File: config.mk
export PLATFORM = sky130hd
export DESIGN_NAME = asym_dpram
export DESIGN_NICKNAME = d
export VERILOG_FILES = /design/src/rtl/asym_dpram.sv
export SDC_FILE = /design/constraint.sdc
export NUM_CORES = 2
export LEC_CHECK = 0
export ABC_CLOCK_PERIOD_IN_PS = 3000
export BUFFER_PORTS_ARGS = -buffer_cell sky130_fd_sc_hd__clkbuf_2
export CAP_MARGIN = 15
export CORE_MARGIN = 1
export CORE_UTILIZATION = 45
export CTS_CLUSTER_DIAMETER = 50
export DETAILED_ROUTE_END_ITERATION = 10
export SLEW_MARGIN = 5
export SYNTH_ARGS = -nofsm -noshare
export SYNTH_HDL_FRONTEND = slang
export SYNTH_SLANG_ARGS = --single-unit
File: constraint.sdc
create_clock -name clk -period 3 [get_ports clk]
set_clock_uncertainty 0.1 [all_clocks]
set_input_delay 0.6 -clock clk [delete_from_list [all_inputs] [get_ports clk]]
set_output_delay 0.6 -clock clk [all_outputs]
set_load 0.05 [all_outputs]
File: src/rtl/asym_dpram.sv
module asym_dpram #(
  parameter int NW  = 4,
  parameter int NAW = 9
) (
  input  logic            clk,
  input  logic            rst_n,
  input  logic            a_en,
  input  logic            a_we,
  input  logic [NAW-2:0]  a_addr,
  input  logic [2*NW-1:0] a_wdata,
  output logic [2*NW-1:0] a_rdata,
  input  logic            b_en,
  input  logic            b_we,
  input  logic [NAW-1:0]  b_addr,
  input  logic [NW-1:0]   b_wdata,
  output logic [NW-1:0]   b_rdata
);
  localparam int DEPTH = 1 << NAW;

  logic [NW-1:0] mem [0:DEPTH-1];

  logic [NAW-1:0] a_hi, a_lo;
  assign a_hi = {a_addr, 1'b0};
  assign a_lo = {a_addr, 1'b1};

  logic a_wr, b_wr;
  assign a_wr = a_en & a_we;
  assign b_wr = b_en & b_we;

  always_ff @(posedge clk) begin
    if (a_wr) begin
      mem[a_hi] <= a_wdata[2*NW-1:NW];
      mem[a_lo] <= a_wdata[NW-1:0];
    end
    if (b_wr) mem[b_addr] <= b_wdata;
  end

  always_ff @(posedge clk or negedge rst_n) begin
    if (!rst_n) begin
      a_rdata <= '0;
      b_rdata <= '0;
    end else begin
      if (a_en) a_rdata <= {mem[a_hi], mem[a_lo]};
      if (b_en) b_rdata <= mem[b_addr];
    end
  end

  assert_wide_write_R2: assert property (@(posedge clk) disable iff (!rst_n)
    ($past(a_wr) && !($past(b_wr) && $past(b_addr[NAW-1:1]) == $past(a_addr)))
      |-> {mem[{$past(a_addr), 1'b0}], mem[{$past(a_addr), 1'b1}]} == $past(a_wdata));

  assert_narrow_write_R3: assert property (@(posedge clk) disable iff (!rst_n)
    $past(b_wr) |-> mem[$past(b_addr)] == $past(b_wdata));

  assert_a_hold_R4: assert property (@(posedge clk) disable iff (!rst_n)
    !a_en |=> $stable(a_rdata));

  assert_b_hold_R4: assert property (@(posedge clk) disable iff (!rst_n)
    !b_en |=> $stable(b_rdata));
endmodule

Word-level counts from Yosys, hierarchy flattened
Memory sizes are Yosys's and may differ from the RTL's. A register that Yosys moved wholly into a read port is not among the register bits.
Cells that the tools add are included.
{"block": "totals", "mem_count": 1, "ramBits": 2048, "ff_bits": 0, "inputBits": 35}
{"block": "op_classes", "reduce_logical": 3, "n_bitwise": 2, "n_mux": 4}
{"memory": "mem", "words": 512, "word_bits": 4, "read_ports": 3, "rd_clocked_by_memory_dff": 3, "write_ports": 3, "line_no": "20", "source": "logic [NW-1:0] mem [0:DEPTH-1];"}
{"operator": "$mux 1", "n": 4}
{"operator": "$logic_not 1->1", "n": 3}
{"operator": "$and 1x1->1", "n": 2}

Depth between registers and ports, before layout
{"block": "logic_depth", "word_depth": 3, "depth_mapped": 13, "ltp_nobuf": 7}

Least setup slack after synthesis
OpenSTA, ideal clock, no wires.
{"block": "synth_path", "path_kind": "in2reg", "start": "input port a_addr[0]", "end": "memory mem[318][0], enable pin", "t_required_ps": 2557, "path_buffers": 8, "slack_ps": -316, "stages": 12, "setup_ps": 343, "t_arrival_ps": 2873, "path_cell_list": "buf_2 -> buf_6 -> buf_6 -> buf_6 -> buf_4 -> buf_4 -> buf_4 -> nand2_1 -> nor2_1 -> nand2_1 -> buf_2 -> o22ai_1"}
{"item": "start: declaration", "line_no": "9", "source": "input logic [NAW-2:0] a_addr,"}
{"item": "end: declaration", "line_no": "20"}

==> metrics <==
outcome=finished, violations left; failing checks=DRC, setup timing; post-synth top area share=0.4861; largest cells by area after synthesis=edfxtp_1, mux4_2, mux2_2; Crit Path Max Fanout=17; Finished Cell Area=158700 sq um; layout cells sized above 1=0.6017; Die Width=532.2 microns; met1 Resource Use GR=0.5834; P per Cell Area=501.7 nW/um^2; drt drc=8; GR Util All Layers=0.4475; Leak Pwr=53.47 nW; Mapped Cells=8432; synthesis-to-layout area growth=25.42%; sw frac=0.2686; Num CTS Buffers=306; Row Count=194; Chip Height=532.2 microns; DR pass1 iterations=9; part of the cycle the worst path needs=1.049; Seq pwr share=0.400; Multi-input gate area=62360 sq um; io pins=47; post-detailed-route wirelength per cell=47.17 microns; busiest grt layer=met2; Seq. cell area=61800 sq um; Detailed Place HPWL=478000 microns; Switch Pwr=21.38 mW; Post-layout nets=9711; CP startpoint kind=input port; Seq cells post-synth=2060; met3 GRT Util=0.1478; Core ar.=279400 sq um; routability cong.=1.087; Slowest-stage cell, CP=mux4_2; FMAX=317.8 MHz; VDD IR max=0.4309 mV; synthesized area per cell=15.00 sq um; initial antenna violation count=65; crit path cell chain=buf_16, buf_16, buf_12, buf_12, buf_4, mux4_2, mux2i_4, buf_4, o32ai_1, a311oi_1, nand4_1, o32a_1; ys flop type=edfxtp_1; Comb pwr share=0.131; Clock power frac=0.468; Starting Density=0.4528; # clock sinks=2060; largest net degree at the start of global routing=92; Syn Nets=8467; Post-synth top cells=mux2_2, edfxtp_1, mux4_2, clkbuf_1, nor2_1; initial DRC count=16920; CTS max path bufs=4; post-route minimum period=3.147 ns; CTS tree=done; Final setup viols=4; Post-synth EDFFs=2048; Worst-path clk slew=0.05 ns; Worst path max stage delay=0.56 ns; RR Startpoint=mem[375][2]$_DFFE_PP_; fin worst setup slack=-0.1469 ns; Netlist cell types=71; Port Buffers=46; Worst Path Arrival=3.87 ns; DR vias=99340; dpl ws=-1.529 ns; Syn. warnings=0; Routed Antenna Nets=0; synthesized area=126500 sq um; cell accounting for the most synthesized area=edfxtp_1; critical path required time=3.72 ns; fillers=22190; crit end category=flip-flop; kind of critical path=input port to flip-flop; CTS root buffer=clkbuf_16; final wirelength=645400 microns; htree depth=5; Clock Latency Late Sink=0.97 ns; RSZ-0062 raised after global routing=yes; worst slew pin tran=1.328 ns; vias in the first global route=95150; Hold WC Path Type=input port to flip-flop; final hold vios=0; # Max-Cap Violations=0; Max-slew headroom=0.1107; Vias per Instance=7.261; Seq/Total Area, Yosys=0.4885; min-delay src=b_en; die area=283300 sq um; Post-DP Area=147900 sq um; Internal Pwr Total=58.23 mW; first-pass GRT wire length=859000 microns; share of synthesized registers carrying an async set or reset=0.005825; most numerous cell in the Yosys netlist=mux2_2; met2 Usage GRT=0.6434; final count of pins violating max slew=0; Worst setup startpoint=a_addr[0]; GR Overflow Total=0
## timing repair
item,in CTS,in global routing
cloned,1,0
endpoints found under the hold margin,12,0
endpoints found under the setup margin,8,8
hold buffers,1,0
pin swaps,6,5
setup buffers,0,6
resized for setup,30,13
## layout make-up
type	instances	share of cell area
Antenna cell	29	0.0004574
Clock buffer	345	0.05012
Clock inverter	216	0.01520
Inverter	8	0.0002523
Multi-Input combinational cell	5319	0.3930
Sequential cell	2060	0.3895
Tap cell	3724	0.02937
Timing Repair Buffer	1981	0.1221
## stage by stage
stage | setup TNS, ns | hold WS, ns | instances | power [mW] | utilization
after floorplan | -51.16 | 0.2044 | 8432 | 37.42 | -
after global placement | -724.92 | 0.4938 | 13090 | 42.33 | 0.5294
after detailed placement | -805.97 | 0.4819 | 13090 | 42.40 | 0.5294
after CTS | 0 | 0.1216 | 13650 | 79.19 | 0.5673
after global routing | -0.2477 | 0.1424 | 13660 | 80.57 | 0.5677
final | -0.3382 | 0.1508 | 13680 | 79.61 | 0.5679
## state kept, by name, indices dropped and copies added (netlist names)
| name | flops |
|---|---|
| a_rdata | 8 |
| b_rdata | 4 |
| mem | 2048 |
## cell usage in the layout (no fill, tap or decap), types with 29 or more instances in the layout
master and count:
o22ai_1 167, nor2_1 395, mux2i_1 237, nor2_2 38, clkinv_1 47, edfxtp_1 2048
clkbuf_16 313, nor3_1 36, clkinvlp_4 30, buf_4 1586, o22ai_2 203, a21oi_1 49
a22oi_1 77, clkbuf_1 32, buf_12 344, nor2b_1 29, nand3_1 52, diode_2 29
nand2b_1 31, bufinv_16 32, mux2_2 2060, nand2_1 299, o21ai_0 188, mux4_2 1080
## kinds of logic (layout without fill, tap and decap cells)
family / count (synthesis) / in the layout / synth area share
other cells: 0 / 29 / 0
simple gates: 1058 / 1058 / 0.03666
flops: 2060 / 2060 / 0.4885
compound gates: 878 / 878 / 0.04402
buf+inv: 1053 / 2550 / 0.03596
mux: 3383 / 3383 / 0.3949
## path summary, 6_finish.rpt
check	slack [ns]	cells after the start	end
setup / recovery	-0.15	12	a_rdata[2]$_DFFE_PN0P_
hold / removal	0.15	4	b_rdata[2]$_DFFE_PN0P_
setup reg to reg	-0.12	6	a_rdata[2]$_DFFE_PN0P_
hold reg to reg	0.63	2	a_rdata[5]$_DFFE_PN0P_
max in group asynchronous	2.21	2	b_rdata[0]$_DFFE_PN0P_
min in group asynchronous	0.22	2	a_rdata[7]$_DFFE_PN0P_
## power groups by stage
stage	logic, mW	registers [mW]	clock network (mW)
4_1_cts	10.0	31.9	37.3
3_3_place_gp	9.87	32.5	0
3_5_place_dp	9.95	32.5	0
6_report	10.5	31.9	37.3
5_1_grt	10.4	31.8	38.3
2_1_floorplan	4.98	32.4	0
## layer usage
metal / routed length (microns) / up-vias
met5: 301 / -
met4: 48610 / 46
met3: 90020 / 1758
met2: 273300 / 8931
met1: 233200 / 51630
li1: - / 36970
## critical path, delay by kind of cell
family	cells	cell delay (ns)
multiplexers	2	0.83
AND/OR/NAND/NOR	1	0.44
buffers and inverters	6	1.05
AO/OA/AOI/OAI	3	0.81
Note: power is estimated with default switching activity, not from simulation.
